`src/rtl/wiper_pkg.sv`:
```
package wiper_pkg;
  typedef enum logic [1:0] {
    SRC_NONE   = 2'd0,
    SRC_RECALL = 2'd1,
    SRC_HOST   = 2'd2,
    SRC_DREG   = 2'd3
  } load_src_e;

  typedef enum logic [1:0] {
    MOVE_HOLD = 2'd0,
    MOVE_UP   = 2'd1,
    MOVE_DN   = 2'd2
  } move_e;
endpackage

```
`src/rtl/wiper_pos_reg.sv`:
```
module wiper_pos_reg
  import wiper_pkg::*;
#(
  parameter int POS_W = 6
) (
  input  logic             clk,
  input  logic             rst_n,
  input  logic             recall_valid,
  input  logic [POS_W-1:0] recall_pos,
  input  logic             host_valid,
  input  logic [POS_W-1:0] host_pos,
  input  logic             dreg_valid,
  input  logic [POS_W-1:0] dreg_pos,
  input  logic             step_up,
  input  logic             step_dn,
  output logic             recall_ready,
  output logic             host_ready,
  output logic             dreg_ready,
  output logic             live,
  output logic             change,
  output logic [POS_W-1:0] pos
);
  localparam logic [POS_W-1:0] POS_MAX = {POS_W{1'b1}};
  localparam logic [POS_W-1:0] POS_MIN = '0;

  logic [POS_W-1:0] pos_q, pos_d;
  logic             live_q;
  load_src_e        src;
  move_e            mv;

  assign recall_ready = !live_q;
  assign host_ready   = live_q;
  assign dreg_ready   = live_q && !host_valid;

  always_comb begin
    if (!live_q && recall_valid)      src = SRC_RECALL;
    else if (live_q && host_valid)    src = SRC_HOST;
    else if (live_q && dreg_valid)    src = SRC_DREG;
    else                              src = SRC_NONE;
  end

  always_comb begin
    mv = MOVE_HOLD;
    if (live_q && src == SRC_NONE) begin
      if (step_up && !step_dn && pos_q != POS_MAX)      mv = MOVE_UP;
      else if (step_dn && !step_up && pos_q != POS_MIN) mv = MOVE_DN;
    end
  end

  always_comb begin
    unique case (src)
      SRC_RECALL: pos_d = recall_pos;
      SRC_HOST:   pos_d = host_pos;
      SRC_DREG:   pos_d = dreg_pos;
      default: begin
        unique case (mv)
          MOVE_UP: pos_d = pos_q + POS_W'(1);
          MOVE_DN: pos_d = pos_q - POS_W'(1);
          default: pos_d = pos_q;
        endcase
      end
    endcase
  end

  assign change = (src != SRC_NONE) || (mv != MOVE_HOLD);

  always_ff @(posedge clk or negedge rst_n) begin
    if (!rst_n) begin
      pos_q  <= '0;
      live_q <= 1'b0;
    end else begin
      pos_q <= pos_d;
      if (src == SRC_RECALL) live_q <= 1'b1;
    end
  end

  assign pos  = pos_q;
  assign live = live_q;

  a_r2_recall_sticks: assert property (@(posedge clk) disable iff (!rst_n)
    live_q |=> live_q);
  a_r4_host_wins: assert property (@(posedge clk) disable iff (!rst_n)
    (live_q && host_valid) |=> (pos_q == $past(host_pos)));
  a_r6_step_by_one: assert property (@(posedge clk) disable iff (!rst_n)
    (live_q && !host_valid && !dreg_valid && step_up && !step_dn && pos_q != POS_MAX)
      |=> (pos_q == $past(pos_q) + POS_W'(1)));
  a_r6_sat_high: assert property (@(posedge clk) disable iff (!rst_n)
    (live_q && !host_valid && !dreg_valid && step_up && pos_q == POS_MAX) |=> (pos_q == POS_MAX));
  a_r6_sat_low: assert property (@(posedge clk) disable iff (!rst_n)
    (live_q && !host_valid && !dreg_valid && step_dn && pos_q == POS_MIN) |=> (pos_q == POS_MIN));
  a_r9_idle_before_recall: assert property (@(posedge clk) disable iff (!rst_n)
    (!live_q && !recall_valid) |=> $stable(pos_q));
endmodule

```
`src/rtl/settle_timer.sv`:
```
module settle_timer #(
  parameter int CNT_W = 8
) (
  input  logic             clk,
  input  logic             rst_n,
  input  logic             start,
  input  logic [CNT_W-1:0] delay,
  output logic             fire
);
  logic [CNT_W-1:0] cnt_q;
  logic             pend_q;

  assign fire = pend_q && (cnt_q == '0) && !start;

  always_ff @(posedge clk or negedge rst_n) begin
    if (!rst_n) begin
      cnt_q  <= '0;
      pend_q <= 1'b0;
    end else if (start) begin
      cnt_q  <= delay;
      pend_q <= 1'b1;
    end else if (pend_q) begin
      if (cnt_q == '0) pend_q <= 1'b0;
      else             cnt_q  <= cnt_q - CNT_W'(1);
    end
  end

  a_r8_count_down: assert property (@(posedge clk) disable iff (!rst_n)
    (pend_q && cnt_q != '0 && !start) |=> (pend_q && cnt_q == $past(cnt_q) - CNT_W'(1)));
  a_r8_fire_clears: assert property (@(posedge clk) disable iff (!rst_n)
    fire |=> !pend_q);
endmodule

```
`src/rtl/tap_decoder.sv`:
```
module tap_decoder #(
  parameter int POS_W = 6,
  localparam int TAPS = 1 << POS_W
) (
  input  logic             clk,
  input  logic             rst_n,
  input  logic             update,
  input  logic [POS_W-1:0] pos,
  output logic [TAPS-1:0]  tap_en
);
  logic [TAPS-1:0] tap_q;

  for (genvar t = 0; t < TAPS; t++) begin : g_tap
    always_ff @(posedge clk or negedge rst_n) begin
      if (!rst_n)      tap_q[t] <= 1'b0;
      else if (update) tap_q[t] <= (pos == POS_W'(t));
    end
  end

  assign tap_en = tap_q;

  a_r3_one_switch_max: assert property (@(posedge clk) disable iff (!rst_n)
    $onehot0(tap_q));
  a_r3_tap_matches: assert property (@(posedge clk) disable iff (!rst_n)
    update |=> (tap_q[$past(pos)] && $countones(tap_q) == 1));
  a_r8_hold_while_settling: assert property (@(posedge clk) disable iff (!rst_n)
    !update |=> $stable(tap_q));
endmodule

```
`src/rtl/wiper_tap_ctrl.sv`:
```
module wiper_tap_ctrl #(
  parameter int POS_W = 6,
  parameter int CNT_W = 8,
  localparam int TAPS = 1 << POS_W
) (
  input  logic             clk,
  input  logic             rst_n,
  input  logic [CNT_W-1:0] settle_cycles,
  input  logic             recall_valid,
  output logic             recall_ready,
  input  logic [POS_W-1:0] recall_pos,
  input  logic             host_valid,
  output logic             host_ready,
  input  logic [POS_W-1:0] host_pos,
  input  logic             dreg_valid,
  output logic             dreg_ready,
  input  logic [POS_W-1:0] dreg_pos,
  input  logic             step_up,
  input  logic             step_dn,
  output logic [POS_W-1:0] wiper_pos,
  output logic [TAPS-1:0]  tap_en
);
  logic live, change, fire;

  wiper_pos_reg #(.POS_W(POS_W)) u_pos (
    .clk(clk), .rst_n(rst_n),
    .recall_valid(recall_valid), .recall_pos(recall_pos),
    .host_valid(host_valid), .host_pos(host_pos),
    .dreg_valid(dreg_valid), .dreg_pos(dreg_pos),
    .step_up(step_up), .step_dn(step_dn),
    .recall_ready(recall_ready), .host_ready(host_ready), .dreg_ready(dreg_ready),
    .live(live), .change(change), .pos(wiper_pos)
  );

  settle_timer #(.CNT_W(CNT_W)) u_settle (
    .clk(clk), .rst_n(rst_n), .start(change), .delay(settle_cycles), .fire(fire)
  );

  tap_decoder #(.POS_W(POS_W)) u_dec (
    .clk(clk), .rst_n(rst_n), .update(fire), .pos(wiper_pos), .tap_en(tap_en)
  );

  a_r9_dark_before_recall: assert property (@(posedge clk) disable iff (!rst_n)
    !live |-> (tap_en == '0));
  a_r5_host_blocks_dreg: assert property (@(posedge clk) disable iff (!rst_n)
    host_valid |-> !dreg_ready);
endmodule

```
`config.mk`:
```
export PLATFORM = sky130hd
export DESIGN_NAME = wiper_tap_ctrl
export DESIGN_NICKNAME = d
export VERILOG_FILES = /design/src/rtl/wiper_pkg.sv /design/src/rtl/wiper_pos_reg.sv /design/src/rtl/settle_timer.sv /design/src/rtl/tap_decoder.sv /design/src/rtl/wiper_tap_ctrl.sv
export SDC_FILE = /design/constraint.sdc
export NUM_CORES = 1
export LEC_CHECK = 0
export ABC_AREA = 0
export CAP_MARGIN = 20
export CORE_ASPECT_RATIO = 2
export CORE_MARGIN = 2
export CORE_UTILIZATION = 30
export DETAILED_ROUTE_END_ITERATION = 8
export GPL_TIMING_DRIVEN = 0
export PLACE_DENSITY = 0.55
export SLEW_MARGIN = 5
export SYNTH_ARGS = -nofsm -noshare
export SYNTH_HDL_FRONTEND = slang
export SYNTH_SLANG_ARGS = --single-unit
export TNS_END_PERCENT = 100
```
`constraint.sdc`:
```
create_clock -name clk -period 6.6 [get_ports clk]
set_clock_uncertainty 0.1 [all_clocks]
set_input_delay 1.32 -clock clk [delete_from_list [all_inputs] [get_ports clk]]
set_output_delay 1.32 -clock clk [all_outputs]
set_load 0.1 [all_outputs]
```
==> metrics.log, run 1 <==
[metrics] height of the chip: 164.6 um
[metrics] type of the most critical hold path: reg -> reg
[metrics] transition time at the pin with the least slew margin: 1003 ps
[metrics] TritonCTS clock tree: built
[metrics] wire length of the first global-routing pass: 18,200 um
[metrics] Power Total: 1217 uW
[metrics] root buffer selected by CTS: clkbuf_16
[metrics] post-route ant nets: 0
[metrics] post-synthesis instance total: 433
[metrics] Distinct cells, synth: 45
[metrics] yosys synthesis warning count: 0
[metrics] leakage power total: 0.002161 uW
[metrics] maximum fanout along the worst path: 6
[metrics] Layout area overhead: 40.59%
[metrics] Vias/cell: 4.930
[metrics] TNS Setup: 0 ps
[metrics] status: completed
[metrics] largest buffer count on any clock path: 2
[metrics] top post-synthesis cells by area: dfrtp_1, nand2_1, o21ai_0, ha_1, nand3_1
[metrics] Fmax achieved: 223.0 MHz
[metrics] DPL Wire Length: 8956 um
[metrics] Setup CP Type: in -> out
[metrics] FFs w/ async S/R, synth: 1.000
[metrics] Via Count: 3,476
[metrics] Mapped Area: 3869 um^2
[metrics] width of the die: 84.30 um
[metrics] most frequent standard cell in the layout excluding fill and tap cells: nand2_1
[metrics] area leader, netlist: dfrtp_1
[metrics] pin count of the biggest net entering global routing: 53
[metrics] placer congestion estimate: 0.8106
[metrics] Slew headroom: 0.3293
[metrics] startpoint kind of the worst setup timing path: primary input
[metrics] count of maximum capacitance violations: 0
[metrics] number of I/O pins: 106
[metrics] Gates resized, CTS repair: 0
[metrics] net count after synthesis: 475
[metrics] top library cells by usage in the layout, fill and taps aside: nand2_1, clkdlybuf4s50_1, dfrtp_1
[metrics] wire per inst: 16.19 um
[metrics] kind of end point of the critical path: primary output
[metrics] crit path time final: 4484 ps
[metrics] clock tree sinks: 80
[metrics] combined global-route utilization of all metal layers: 0.1697
[metrics] setup repair after global routing missed its margin: no
[metrics] Synth Flop Type: dfrtp_1
[metrics] number of diodes: 0
[metrics] antenna violations before repair: 0
[metrics] power per cell area: 223.7 nW/um^2
[metrics] routed wire length: 11,410 um
[metrics] DRC marker count from the first detailed-route iteration: 215
[metrics] count of flip-flops with a built-in enable after synthesis: 0
[metrics] Max rail drop VDD: 131.1 uV
[metrics] number of detailed-route iterations in the first pass: 4
[metrics] starting density of the core: 0.3082
[metrics] IO Port Bufs: 105
[metrics] synthesized area per cell: 8.935 um^2
[metrics] CTS H-tree depth: 3
[metrics] floorplan die area: 13,880 um^2
[metrics] final period utilization: 0.6794
[metrics] total of endpoints with negative setup slack in the final report: 0
[metrics] Core ar.: 12,550 um^2
[metrics] number of buffers inserted by hold repair at cts: 0
[metrics] global route total overflow: 0
[metrics] Clock Latency Late Sink: 340 ps
[metrics] max-slew violation count: 0
[metrics] synthesis-stage register bit count: 80
[metrics] share of final-layout standard cells stronger than drive strength 1: 0.06847
[metrics] portion of synthesized cell area occupied by the leading cell type: 0.5175
[metrics] Post-CTS Repair Setup Buffers: 0
[metrics] count of final hold-check violations: 0
[metrics] Worst EP required: 5180 ps
[metrics] CTS clk-pin slew, worst paths: 60 ps
[metrics] remaining routing DRC violations: 0
[metrics] row count: 58
[metrics] fraction of the yosys area taken by sequential cells: 0.5175
[metrics] count of filler cells inserted in the layout: 1,258
[metrics] number of global-route vias before repair: 3,523
[metrics] data arrival at the endpoint of the critical path: 3060 ps
[metrics] layout net count: 592
[metrics] number of buffers created by CTS: 9
==> path summary, 6_finish.rpt <==
kind                                  start          endpoint  slack (ps)  cells past startpoint
min reg2reg                u_dec.tap_en[28]  u_dec.tap_en[28]         380                      2
max reg2reg                u_pos.host_ready  u_dec.tap_en[18]        3400                      9
min in group asynchronous             rst_n  u_dec.tap_en[34]         810                      1
max in group asynchronous             rst_n  u_dec.tap_en[48]        5000                      2
min                        u_dec.tap_en[28]  u_dec.tap_en[28]         380                      2
max                              host_valid        dreg_ready        2120                      3
==> report_power, final <==
part | internal [uW] | switching, uW | total (uW) | leakage, uW
logic | 64.0 | 129 | 193 | 0.000928
registers | 501 | 13.8 | 515 | 0.00108
clock network | 305 | 204 | 509 | 0.000150
==> stage by stage <==
stage / cells / hold WS (ps) / util / instance area (um^2) / setup WS (ps)
final: 705 / 380.6 / 0.4332 / 5439 / 2116
after floorplan: 433 / 407.3 / - / 3869 / 2006
after detailed placement: 689 / 371.5 / 0.4088 / 5132 / 2118
after global placement: 688 / 367.3 / 0.4068 / 5107 / 1219
after global routing: 705 / 397.0 / 0.4332 / 5439 / 2021
after CTS: 705 / 384.8 / 0.4332 / 5439 / 2118
==> critical path, cell delays in order <==
cell             delay (ps)
clkdlybuf4s50_1         490
nor2_1                  110
clkdlybuf4s50_1        1140
==> synth_stat cells (4+ instances only) <==
master	count
and2_1	9
dfrtp_1	80
and3_1	4
ha_1	9
nand2_1	129
a2bb2oi_1	4
o21ai_0	57
o21ai_1	16
nor2b_1	5
a21oi_1	5
inv_1	8
clkbuf_1	18
xnor2_1	5
buf_2	7
nand3_1	16
a222oi_1	5
nor2_1	10
==> routing by layer <==
metal | up-vias | GRT usage | routed length, um
met2 | 106 | 0.3243 | 6535
li1 | 1711 | - | -
met5 | - | 0 | 0
met1 | 1644 | 0.1738 | 4062
met3 | 15 | 0.03148 | 530
met4 | 0 | 0.08138 | 283
==> flip-flops by register name, indices dropped and copies added, names as in the netlist <==
| signal | count |
|---|---|
| u_dec.tap_en | 64 |
| u_settle.cnt_q | 8 |
| u_pos.pos | 6 |
| u_pos.host_ready | 1 |
| u_settle.pend_q | 1 |
==> final cells by class <==
cell class | instances | area [um^2] | share of cell area
Buffer | 29 | 140.1 | 0.02576
Sequential cell | 80 | 2002 | 0.3681
Clock buffer | 10 | 239.0 | 0.04394
Multi-Input combinational cell | 316 | 1697 | 0.3119
Inverter | 8 | 30.03 | 0.005521
Timing Repair Buffer | 106 | 1076 | 0.1978
Tap cell | 150 | 187.7 | 0.03451
Clock inverter | 6 | 67.56 | 0.01242
==> cell families (layout without fill, tap and decap cells) <==
| family | count (synthesis) | count (layout) | share of synthesized area |
|---|---|---|---|
| flip-flops | 80 | 80 | 0.5175 |
| AND/OR/NAND/NOR | 195 | 195 | 0.2329 |
| multiplexers | 3 | 3 | 0.007762 |
| buffers and inverters | 37 | 159 | 0.04398 |
| XOR/XNOR | 5 | 5 | 0.01132 |
| adder cells (fa/ha/maj) | 9 | 9 | 0.02911 |
| AO/OA/AOI/OAI | 104 | 104 | 0.1575 |
Power figures use the tool's default switching activity.
==> run 2: changes to the inputs <==
==> constraint.sdc (replaced) <==
create_clock -name clk -period 4.6 [get_ports clk]
set_clock_uncertainty 0.1 [all_clocks]
set_input_delay 0.92 -clock clk [delete_from_list [all_inputs] [get_ports clk]]
set_output_delay 0.92 -clock clk [all_outputs]
set_load 0.1 [all_outputs]
==> results of run 2 <==
The final DEF is identical to that of run 1. Status: completed.
Main changes from that run: setup slack after placement 2118 ps -> 577.1 ps; setup slack after layout 2116 ps -> 916.1 ps; register-to-register setup slack 3400 ps -> 1400 ps; total power 1217 uW -> 1746 uW; worst IR drop on VDD 131.1 uV -> 188.2 uV
